## config.mk

```make
export PLATFORM = sky130hd
export DESIGN_NAME = sport_regbank
export DESIGN_NICKNAME = d
export VERILOG_FILES = /design/src/rtl/sport_pkg.sv /design/src/rtl/sport_rxq.sv /design/src/rtl/sport_decode.sv /design/src/rtl/sport_intid.sv /design/src/rtl/sport_regbank.sv
export SDC_FILE = /design/constraint.sdc
export NUM_CORES = 1
export LEC_CHECK = 0
export ABC_AREA = 1
export BUFFER_PORTS_ARGS = -buffer_cell sky130_fd_sc_hd__buf_2
export CAP_MARGIN = 20
export CORE_ASPECT_RATIO = 0.75
export CORE_MARGIN = 4
export CORE_UTILIZATION = 30
export CTS_CLUSTER_DIAMETER = 100
export CTS_CLUSTER_SIZE = 30
export DETAILED_ROUTE_END_ITERATION = 16
export MAX_ROUTING_LAYER = met4
export PLACE_DENSITY = 0.41
export SLEW_MARGIN = 20
export SYNTH_ARGS = -nofsm -noshare
export SYNTH_HDL_FRONTEND = slang
export SYNTH_SLANG_ARGS = --single-unit
```

## constraint.sdc

```tcl
create_clock -name clk -period 5 [get_ports clk]
set_input_delay 0 -clock clk [delete_from_list [all_inputs] [get_ports clk]]
set_output_delay 0 -clock clk [all_outputs]
set_load 0.02 [all_outputs]
```

## src/rtl/sport_pkg.sv

```systemverilog
package sport_pkg;
    localparam int BYTE_W = 8;

    localparam logic [2:0] OFS_DATA = 3'd0;
    localparam logic [2:0] OFS_IEN  = 3'd1;
    localparam logic [2:0] OFS_IID  = 3'd2;
    localparam logic [2:0] OFS_LCTL = 3'd3;
    localparam logic [2:0] OFS_MCTL = 3'd4;
    localparam logic [2:0] OFS_LSTA = 3'd5;
    localparam logic [2:0] OFS_MSTA = 3'd6;
    localparam logic [2:0] OFS_SCR  = 3'd7;

    localparam logic [7:0] IEN_INIT  = 8'h00;
    localparam logic [7:0] IID_IDLE  = 8'h01;
    localparam logic [7:0] LCTL_INIT = 8'h03;
    localparam logic [7:0] MCTL_INIT = 8'h08;
    localparam logic [7:0] LSTA_BASE = 8'h60;
    localparam logic [7:0] MSTA_CONST = 8'hB0;
    localparam logic [15:0] DIV_INIT = 16'd12;
    localparam logic [7:0] IID_FIXED = 8'hC0;
    localparam logic [7:0] IEN_MASK  = 8'h0F;

    typedef enum logic [3:0] {
        OP_NONE,
        OP_TX_SEND,
        OP_LOOP_PUSH,
        OP_RX_POP,
        OP_DIV_LO_WR,
        OP_DIV_HI_WR,
        OP_IER_WR,
        OP_LCR_WR,
        OP_MCR_WR,
        OP_SCR_WR,
        OP_IID_RD,
        OP_PLAIN_RD
    } acc_op_e;
endpackage

```

## src/rtl/sport_rxq.sv

```systemverilog
module sport_rxq #(
    parameter int DEPTH = 64,
    parameter int WIDTH = 8
) (
    input  logic             clk,
    input  logic             rst_n,
    input  logic             push,
    input  logic [WIDTH-1:0] din,
    input  logic             pop,
    output logic [WIDTH-1:0] dout,
    output logic             full,
    output logic             empty,
    output logic [$clog2(DEPTH+1)-1:0] count
);
    localparam int PTR_W = (DEPTH > 1) ? $clog2(DEPTH) : 1;
    localparam int CNT_W = $clog2(DEPTH+1);
    localparam logic [PTR_W-1:0] LAST = PTR_W'(DEPTH - 1);

    logic [WIDTH-1:0] mem [DEPTH];
    logic [PTR_W-1:0] wr_ptr, rd_ptr;
    logic [CNT_W-1:0] cnt;

    assign count = cnt;
    assign full  = (cnt == CNT_W'(DEPTH));
    assign empty = (cnt == '0);
    assign dout  = mem[rd_ptr];

    always_ff @(posedge clk) begin
        if (push) mem[wr_ptr] <= din;
    end

    always_ff @(posedge clk) begin
        if (!rst_n) begin
            wr_ptr <= '0;
            rd_ptr <= '0;
            cnt    <= '0;
        end else begin
            if (push) wr_ptr <= (wr_ptr == LAST) ? '0 : wr_ptr + 1'b1;
            if (pop)  rd_ptr <= (rd_ptr == LAST) ? '0 : rd_ptr + 1'b1;
            unique case ({push, pop})
                2'b10:   cnt <= cnt + 1'b1;
                2'b01:   cnt <= cnt - 1'b1;
                default: cnt <= cnt;
            endcase
        end
    end

    assert_no_overflow_R6: assert property (@(posedge clk) disable iff (!rst_n)
        push |-> (!full || pop));
    assert_pop_nonempty_R8: assert property (@(posedge clk) disable iff (!rst_n)
        pop |-> !empty);
    assert_count_bound_R6: assert property (@(posedge clk) disable iff (!rst_n)
        cnt <= CNT_W'(DEPTH));
endmodule

```

## src/rtl/sport_decode.sv

```systemverilog
module sport_decode
    import sport_pkg::*;
#(
    parameter int ADDR_W = 4
) (
    input  logic              sel,
    input  logic              we,
    input  logic [ADDR_W-1:0] addr,
    input  logic              dlab,
    input  logic              loop_en,
    output acc_op_e           op
);
    logic       in_range;
    logic [2:0] ofs;

    assign in_range = (addr < ADDR_W'(8));
    assign ofs      = addr[2:0];

    always_comb begin
        op = OP_NONE;
        if (sel && in_range && we) begin
            unique case (ofs)
                OFS_DATA: op = dlab ? OP_DIV_LO_WR : (loop_en ? OP_LOOP_PUSH : OP_TX_SEND);
                OFS_IEN:  op = dlab ? OP_DIV_HI_WR : OP_IER_WR;
                OFS_LCTL: op = OP_LCR_WR;
                OFS_MCTL: op = OP_MCR_WR;
                OFS_SCR:  op = OP_SCR_WR;
                default:  op = OP_NONE;
            endcase
        end else if (sel && !we) begin
            op = OP_PLAIN_RD;
            if (in_range && ofs == OFS_DATA && !dlab) op = OP_RX_POP;
            if (in_range && ofs == OFS_IID)           op = OP_IID_RD;
        end
    end
endmodule

```

## src/rtl/sport_intid.sv

```systemverilog
module sport_intid
    import sport_pkg::*;
(
    input  logic       clk,
    input  logic       rst_n,
    input  logic       rd_reset,
    input  logic       pop_clear,
    input  logic       tx_raise,
    input  logic       rx_raise,
    output logic [7:0] iid,
    output logic       irq_pulse
);
    logic [7:0] iid_q, iid_d;

    always_comb begin
        iid_d = iid_q;
        if (rd_reset) iid_d = IID_IDLE;
        if (pop_clear) begin
            iid_d[2] = 1'b0;
            if (iid_d == 8'h00) iid_d = IID_IDLE;
        end
        if (tx_raise) begin
            iid_d[0] = 1'b0;
            iid_d[1] = 1'b1;
        end
        if (rx_raise) begin
            iid_d[0] = 1'b0;
            iid_d[2] = 1'b1;
        end
    end

    always_ff @(posedge clk) begin
        if (!rst_n) begin
            iid_q     <= IID_IDLE;
            irq_pulse <= 1'b0;
        end else begin
            iid_q     <= iid_d;
            irq_pulse <= tx_raise | rx_raise;
        end
    end

    assign iid = iid_q;

    assert_pulse_sets_level_R12: assert property (@(posedge clk) disable iff (!rst_n)
        irq_pulse |-> !iid_q[0]);
    assert_read_reset_R9: assert property (@(posedge clk) disable iff (!rst_n)
        (rd_reset && !tx_raise && !rx_raise) |=> (iid_q == IID_IDLE));
    assert_pop_clears_rx_R8: assert property (@(posedge clk) disable iff (!rst_n)
        (pop_clear && !rx_raise) |=> !iid_q[2]);
endmodule

```

## src/rtl/sport_regbank.sv

```systemverilog
module sport_regbank
    import sport_pkg::*;
#(
    parameter int ADDR_W  = 4,
    parameter int Q_DEPTH = 64
) (
    input  logic              clk,
    input  logic              rst_n,
    input  logic              host_sel,
    input  logic              host_we,
    input  logic [ADDR_W-1:0] host_addr,
    input  logic [7:0]        host_wdata,
    output logic [7:0]        host_rdata,
    input  logic              rx_valid,
    input  logic [7:0]        rx_data,
    output logic              rx_ready,
    output logic              tx_valid,
    output logic [7:0]        tx_data,
    output logic              irq_level,
    output logic              irq_pulse
);
    localparam int CNT_W = $clog2(Q_DEPTH+1);

    logic [7:0]  ien_q, lctl_q, mctl_q, scr_q;
    logic [15:0] div_q;
    logic        lsta_rx_q;
    logic [7:0]  iid;
    acc_op_e     op;

    logic dlab, loop_en;
    logic q_full, q_empty, q_push, q_pop;
    logic [7:0] q_dout, q_din;
    logic [CNT_W-1:0] q_count;
    logic ext_take, loop_take;
    logic tx_raise, rx_raise;

    assign dlab    = lctl_q[7];
    assign loop_en = mctl_q[4];

    sport_decode #(.ADDR_W(ADDR_W)) u_dec (
        .sel(host_sel), .we(host_we), .addr(host_addr),
        .dlab(dlab), .loop_en(loop_en), .op(op)
    );

    assign rx_ready  = loop_en | ~q_full;
    assign ext_take  = rx_valid & ~loop_en & ~q_full;
    assign loop_take = (op == OP_LOOP_PUSH) & ~q_full;
    assign q_push    = ext_take | loop_take;
    assign q_din     = loop_take ? host_wdata : rx_data;
    assign q_pop     = (op == OP_RX_POP) & ~q_empty;

    sport_rxq #(.DEPTH(Q_DEPTH), .WIDTH(BYTE_W)) u_rxq (
        .clk(clk), .rst_n(rst_n), .push(q_push), .din(q_din),
        .pop(q_pop), .dout(q_dout), .full(q_full), .empty(q_empty),
        .count(q_count)
    );

    assign tx_raise = (op == OP_TX_SEND) & ien_q[1];
    assign rx_raise = q_push & ien_q[0];

    sport_intid u_iid (
        .clk(clk), .rst_n(rst_n),
        .rd_reset(op == OP_IID_RD),
        .pop_clear(op == OP_RX_POP),
        .tx_raise(tx_raise), .rx_raise(rx_raise),
        .iid(iid), .irq_pulse(irq_pulse)
    );

    assign irq_level = ~iid[0];

    always_ff @(posedge clk) begin
        if (!rst_n) begin
            ien_q  <= IEN_INIT;
            lctl_q <= LCTL_INIT;
            mctl_q <= MCTL_INIT;
            scr_q  <= 8'h00;
            div_q  <= DIV_INIT;
        end else begin
            unique case (op)
                OP_DIV_LO_WR: div_q[7:0]  <= host_wdata;
                OP_DIV_HI_WR: div_q[15:8] <= host_wdata;
                OP_IER_WR:    ien_q       <= host_wdata & IEN_MASK;
                OP_LCR_WR:    lctl_q      <= host_wdata;
                OP_MCR_WR:    mctl_q      <= host_wdata;
                OP_SCR_WR:    scr_q       <= host_wdata;
                default:      ;
            endcase
        end
    end

    always_ff @(posedge clk) begin
        if (!rst_n) begin
            lsta_rx_q <= 1'b0;
            tx_valid  <= 1'b0;
            tx_data   <= 8'h00;
        end else begin
            if (q_push)
                lsta_rx_q <= 1'b1;
            else if (op == OP_RX_POP && q_count <= CNT_W'(1))
                lsta_rx_q <= 1'b0;
            tx_valid <= (op == OP_TX_SEND);
            if (op == OP_TX_SEND) tx_data <= host_wdata;
        end
    end

    always_comb begin
        host_rdata = 8'h00;
        if (host_sel && !host_we && host_addr < ADDR_W'(8)) begin
            unique case (host_addr[2:0])
                OFS_DATA: host_rdata = dlab ? div_q[7:0] : (q_empty ? 8'h00 : q_dout);
                OFS_IEN:  host_rdata = dlab ? div_q[15:8] : ien_q;
                OFS_IID:  host_rdata = iid | IID_FIXED;
                OFS_LCTL: host_rdata = lctl_q;
                OFS_MCTL: host_rdata = mctl_q;
                OFS_LSTA: host_rdata = LSTA_BASE | {7'd0, lsta_rx_q};
                OFS_MSTA: host_rdata = MSTA_CONST;
                OFS_SCR:  host_rdata = scr_q;
                default:  host_rdata = 8'h00;
            endcase
        end
    end

    assert_tx_only_after_send_R5: assert property (@(posedge clk) disable iff (!rst_n)
        tx_valid |-> $past(host_sel && host_we && !loop_en && !dlab));
    assert_push_sets_status_R7: assert property (@(posedge clk) disable iff (!rst_n)
        q_push |=> lsta_rx_q);
    assert_loop_ignores_input_R10: assert property (@(posedge clk) disable iff (!rst_n)
        (loop_en && op != OP_LOOP_PUSH) |-> !q_push);
    assert_ien_upper_zero_R4: assert property (@(posedge clk) disable iff (!rst_n)
        $past(op == OP_IER_WR) |-> (ien_q[7:4] == 4'h0));
endmodule

```

Yosys cells after proc, flatten, opt, wreduce, memory -nomap -nowiden
Memories as Yosys holds them, arrays and structs flattened. A register that Yosys moved wholly into a read port is not among the register bits.
Index checks and enable logic that the tools add are counted.
- add/sub/neg operators: 4
- multiply operators: 0
- divide/modulo/power cells: 0
- $lt $le $gt $ge: 2
- equality and inequality tests: 22
- shift-type cells: 0
- multiplexer cells: 29
- bitwise logic cells: 13
- reductions and logical operators: 16
- operators by type and width (kind ; number):
    8-bit two-way mux ; 8
    8-bit case mux with 8 select lines ; 1
    6-bit two-way mux ; 4
    4-bit two-way mux ; 5
    4-bit case mux with 5 select lines ; 1
    4-bit by 3-bit == test with 1-bit output (second input constant) ; 4
    7-bit zero test ; 2
    7-bit case mux with 2 select lines ; 1
    6-bit by 1-bit adder with 6-bit output (second input constant) ; 2
    3-bit == test (second input constant) ; 4
    4-bit == test (second input constant) ; 3
    6-bit == test (second input constant) ; 2
    4-bit by 2-bit == test with 1-bit output (second input constant) ; 2
    1-bit logical AND ; 8
    7-bit by 1-bit adder with 7-bit output (second input constant) ; 1
    7-bit == test (second input constant) ; 1
    7-bit by 1-bit less-or-equal comparator with 1-bit output (second input constant) ; 1
    7-bit by 1-bit subtractor with 7-bit output (second input constant) ; 1
    1-bit AND ; 6
    3-bit by 2-bit == test with 1-bit output (second input constant) ; 2
    1-bit two-way mux ; 6
    2-bit two-way mux ; 3
    4-bit by 1-bit == test with 1-bit output (second input constant) ; 1
    4-bit < comparator (second input constant) ; 1
    9 further kinds ; 16
- register bits after elaboration: 82
- latch bits: 0
- bits in writable memories: 512
- ROM bits: 0
- bits of input ports: 25
- output and inout port bits: 20
- memories: 1
- memories (name ; words ; width ; rd ports ; clocked after Yosys merged registers in ; write ports ; line ; RTL):
    u_rxq.mem ; 64 ; 8 ; 1 ; 1 ; 1 ; sport_rxq.sv:19 ; logic [WIDTH-1:0] mem [DEPTH];

Logic depth before layout (Yosys ltp)
- word-level depth: 14
- depth in mapped cells: 21

Modules after synthesis
A second synthesis with hierarchy kept.
- cell total of the unflattened synthesis: 2484
- area, all modules: 25562.0 µm²
- by module, submodules not included (module ; instances ; cells an instance ; area an instance (µm²) ; sequential area each (µm²)):
    sport_rxq ; 1 ; 1978 ; 22338.9 ; 15875.2
    sport_regbank ; 1 ; 437 ; 2768.9 ; 1081.0
    sport_intid ; 1 ; 37 ; 306.5 ; 180.2
    sport_decode ; 1 ; 32 ; 147.6 ; 0.0

Least setup slack after synthesis
No wires, ideal clock.
- kind: reg2reg
- from: register u_rxq.cnt[0], in the netlist u_rxq.count[0]
- to: register u_rxq.cnt[5], in the netlist u_rxq.count[5]
- arrival: 2.499 ns
- required time: 4.930 ns
- setup slack: 2.431 ns
- cell stages (with the launch flop): 19
- buffers on the path: 2
- cells stage by stage: dfxtp_1 > inv_1 > ha_1 > inv_1 > nor2_1 > nand2_1 > nor2_1 > nor3_2 > nand2_4 > nand2_2 > buf_6 > inv_4 > ha_1 > clkbuf_1 > a21oi_1 > o21ai_0 > a21oi_1 > o21ai_0 > a21oi_1
- word-level cells in the longest chain between the ends: 6
- RTL lines (item ; line ; RTL):
    from (decl) ; sport_rxq.sv:21 ; logic [CNT_W-1:0] cnt;
    from (signal assigned) ; sport_rxq.sv:41 ; 2'b10: cnt <= cnt + 1'b1;
    from (signal assigned) ; sport_rxq.sv:42 ; 2'b01: cnt <= cnt - 1'b1;
    from (signal assigned) ; sport_rxq.sv:43 ; default: cnt <= cnt;
    7-bit == test ; sport_rxq.sv:24 ; assign full = (cnt == CNT_W'(DEPTH));
    1-bit inverter ; sport_regbank.sv:46, sport_regbank.sv:47 ;
    1-bit AND, on equally long branches ; sport_regbank.sv:46, sport_regbank.sv:47 ;
    1-bit bitwise OR ; sport_regbank.sv:48 ; assign q_push = ext_take | loop_take;
    2-bit by 1-bit == test with 1-bit output or 2-bit == test (tied branches) ; sport_rxq.sv:40 ; unique case ({push, pop})
    7-bit case mux with 2 select lines or 2-bit nonzero test (tied branches) ; n/a ;
Several ways; a longest one is shown, not always the timed one.
A chain may end at the register's enable or synchronous reset.

Worst setup path after layout
- from: register lctl_q[7]
- to: memory u_rxq.mem[19][4] (enable)
- word-level cells in the longest chain between the ends: 11
- RTL lines (item ; line ; RTL):
    from (decl) ; sport_regbank.sv:24 ; logic [7:0] ien_q, lctl_q, mctl_q, scr_q;
    from (signal assigned) ; sport_regbank.sv:83 ; OP_LCR_WR: lctl_q <= host_wdata;
    1-bit zero test ; sport_decode.sv:32 ; if (in_range && ofs == OFS_DATA && !dlab) op = OP_RX_POP;
    1-bit logical AND ; sport_decode.sv:32 ;
    4-bit two-way mux ; sport_decode.sv:32 ;
    4-bit two-way mux ; sport_decode.sv:33 ; if (in_range && ofs == OFS_IID) op = OP_IID_RD;
    4-bit two-way mux ; sport_decode.sv:30 ; end else if (sel && !we) begin
    4-bit two-way mux * ; sport_decode.sv:21 ; if (sel && in_range && we) begin
    4-bit by 2-bit == test with 1-bit output * ; sport_regbank.sv:47 ; assign loop_take = (op == OP_LOOP_PUSH) & ~q_full;
    1-bit AND * ; sport_regbank.sv:47 ;
    1-bit bitwise OR * ; sport_regbank.sv:48 ;
    1-bit two-way mux * ; sport_rxq.sv:29 ; if (push) mem[wr_ptr] <= din;
    1-bit two-way mux (not written as such) * ; sport_rxq.sv:29 ;
    to (decl) ; sport_rxq.sv:19 ;
Every way passes the cells marked *; elsewhere a longest branch is shown, timed or not.

==> metrics <==
routability congestion estimate from global placement 0.9045; count of flip-flops with a built-in enable after synthesis 512; most common library cell in the layout ignoring fill and taps sky130_fd_sc_hd__nand2_1; power after layout 8802 uW; grt total ovfl 0; vias 17450; antenna-violating nets left 0; area of the die 88110 um^2; busiest metal layer after global routing met2; CP startpoint kind flip-flop; met2 demand-to-capacity share in global routing 0.2682; Avg Inst Size Synth 10.49 um^2; Post-Synthesis Net Count 2415; reported max-cap violation count 0; type of the worst min-delay path input port to flip-flop; iteration-0 DRC count of the detailed router 1539; vias in the first global route 16920; standard-cell row count 91; Setup TNS Final 0 ns; maximum number of buffers from clock root to sink 3; met1 track demand over resource 0.2651; WL/cell 22.49 um; Seq cells post-synth 600; critical path endpoint category flip-flop; Final Cycle Share 0.7756; Worst VDD drop 0.1854 mV; shortest clock period the worst path allows after layout 3.878 ns; Static Leak 0.009459 uW; clock-pin slew reported for the worst setup and hold paths after clock tree synthesis 0.13 ns; root buffer cell sky130_fd_sc_hd__clkbuf_16; average vias per placed instance 4.990; utilization of the core after routing 0.3310; starting utilization of the core area 0.3034; number of levels in the clock H-tree 1; floorplan die height 258.1 um; flop-to-flop setup slack 1.12 ns; top flip-flop cell by instance count after synthesis sky130_fd_sc_hd__edfxtp_1; IO Pins 45; net switching power figure 2195 uW; Post-synth ARST share 0; wire length of the first global-routing pass 114300 um; gate count after technology mapping 2384; category of the critical setup timing path flip-flop to flip-flop; data arrival time of the critical path 4.13 ns; share of total power in sequential cells 0.629; TritonCTS buffer count 24; pre-CTS worst setup slack 1.181 ns; all-layer global routing usage 0.1787; post-CTS repair timing setup buffer count 0; maximum operating frequency 257.9 MHz; DRT Wirelength 78660 um; number of hold violations in the final report 0; pin count of the biggest net entering global routing 241; outcome finished, final reports clean; RSZ-0062 raised after global routing false; port buffer count 44; TritonCTS clock tree built; width of the chip 341.4 um; power density over cell area 322.5 nW/um^2; Final nets 2401; number of setup violations in the final report 0; worst-case setup margin in the final layout 1.122 ns; most frequent cells in the layout sky130_fd_sc_hd__nand2_1 (769), sky130_fd_sc_hd__edfxtp_1 (512), sky130_fd_sc_hd__nand3_1 (476); Required @ worst endpoint 5.25 ns; core area 82430 um^2; Comb power frac 0.085; TritonRoute pass-1 iters 5; Worst Clk Skew 0.02785 ns; fraction of power spent switching nets 0.2494; total number of yosys warnings 0; count of final max-slew check failures 0; maximum fanout along the worst path 18; global-route met3 utilization 0.02405; clk_lat worst skew 0.61 ns; slew at the pin closest to its max-slew limit 1.130 ns; antenna violations before repair 2; sequential-to-total area share from yosys stat 0.6851; Detailed Place HPWL 49940 um; count of different cell masters after synthesis 46; layout cells sized above 1 0.06134; worst-case headroom to the max-slew limit 0.2469; Area growth, synth to finish 9.094%; DRC Markers 0; summed instance area of the synthesized netlist 25010 um^2; clock power share 0.285; TritonCTS sink count 600; internal portion of total power 6607 uW
## Yosys cell counts, drive strengths merged (4+ instances only)
cell / count / area share
dfxtp: 88 / 0.070
clkbuf: 90 / 0.014
nand2: 776 / 0.12
nor3: 16 / 0.0034
edfxtp: 512 / 0.61
o21ai: 52 / 0.011
a211oi: 4 / 0.0012
inv: 74 / 0.011
buf: 41 / 0.0074
nand4: 5 / 0.0019
ha: 6 / 0.0030
a21oi: 80 / 0.017
nand3: 479 / 0.096
nor2: 128 / 0.021
xor2: 5 / 0.0018
mux2: 8 / 0.0036
## power by group through the flow
stage,logic (uW),registers (uW),clock network [uW]
after CTS,763,5540,2580
after floorplan,385,5640,0
after detailed placement,754,5650,0
final,752,5540,2510
after global routing,816,5540,2750
after global placement,758,5650,0
## layer usage
| layer | vias to the layer above | part of all wire |
|---|---|---|
| met5 | - | 0 |
| met4 | 0 | 0.013 |
| met3 | 56 | 0.054 |
| met2 | 462 | 0.44 |
| met1 | 8759 | 0.49 |
| li1 | 8173 | - |
## path summary, 6_finish.rpt
kind	cells after the start	startpoint	endpoint
max	9	lctl_q[7]$_SDFFE_PN0N_	u_rxq.mem[19][4]$_DFFE_PP_
min	7	host_addr[3]	ien_q[0]$_SDFFE_PN0N_
max reg2reg	9	lctl_q[7]$_SDFFE_PN0N_	u_rxq.mem[19][4]$_DFFE_PP_
min reg2reg	2	u_iid.iid[6]$_SDFF_PN0_	u_iid.iid[6]$_SDFF_PN0_
## logic make-up (layout without fill, tap and decap cells)
group | after synthesis | after routing | share of synthesized area
multiplexers | 9 | 9 | 0.004002
XOR/XNOR | 6 | 6 | 0.002101
other | 0 | 1 | 0
adder cells (fa/ha/maj) | 6 | 6 | 0.003001
AO/OA/AOI/OAI | 151 | 151 | 0.03311
buffers and inverters | 206 | 202 | 0.03226
flip-flops | 600 | 600 | 0.6851
AND/OR/NAND/NOR | 1406 | 1406 | 0.2404
## timing repair
action / 4_1_cts / 5_1_grt
endpoints found under the hold margin: 65 / 0
gates resized for setup: 0 / 0
hold buffers: 14 / 0
## cell type report
type / count / area (um^2)
clock inverters: 6 / 45.04
repair buffers: 91 / 670.6
fillers: 8420 / 55150
flip-flops and latches: 600 / 17150
diodes: 1 / 2.502
well taps: 1116 / 1396
inverters: 75 / 291.5
clock buffers: 30 / 644.4
multi-input cells: 1578 / 7093
## registers in the layout (all words and copies together) (netlist names), 7 cells and up, named ones only
name and count:
u_rxq.mem 512, div_q 16, lctl_q 8, mctl_q 8, scr_q 8, tx_data 8, u_iid.iid 8, u_rxq.count 7
## through the flow
step / std cells / hold slack [ns] / instance area (um^2)
after floorplan: 2384 / 0.1132 / 25010
after global placement: 3445 / 0.3737 / 26440
after detailed placement: 3446 / 0.3717 / 26460
after CTS: 3496 / 0.05697 / 27290
after global routing: 3497 / 0.1492 / 27290
final: 3497 / 0.09283 / 27290
## critical path, cell delays in order (launching register included)
cell	delay [ns]
sky130_fd_sc_hd__dfxtp_1	0.53
sky130_fd_sc_hd__inv_1	0.27
sky130_fd_sc_hd__nand2_1	0.09
sky130_fd_sc_hd__o21ai_1	0.13
sky130_fd_sc_hd__nand2_1	0.31
sky130_fd_sc_hd__nor3_2	0.30
sky130_fd_sc_hd__nand2_4	0.18
sky130_fd_sc_hd__nand2_2	0.39
sky130_fd_sc_hd__nand2_1	0.56
sky130_fd_sc_hd__nor2_1	0.75
Note: power is estimated with default switching activity, not from simulation.
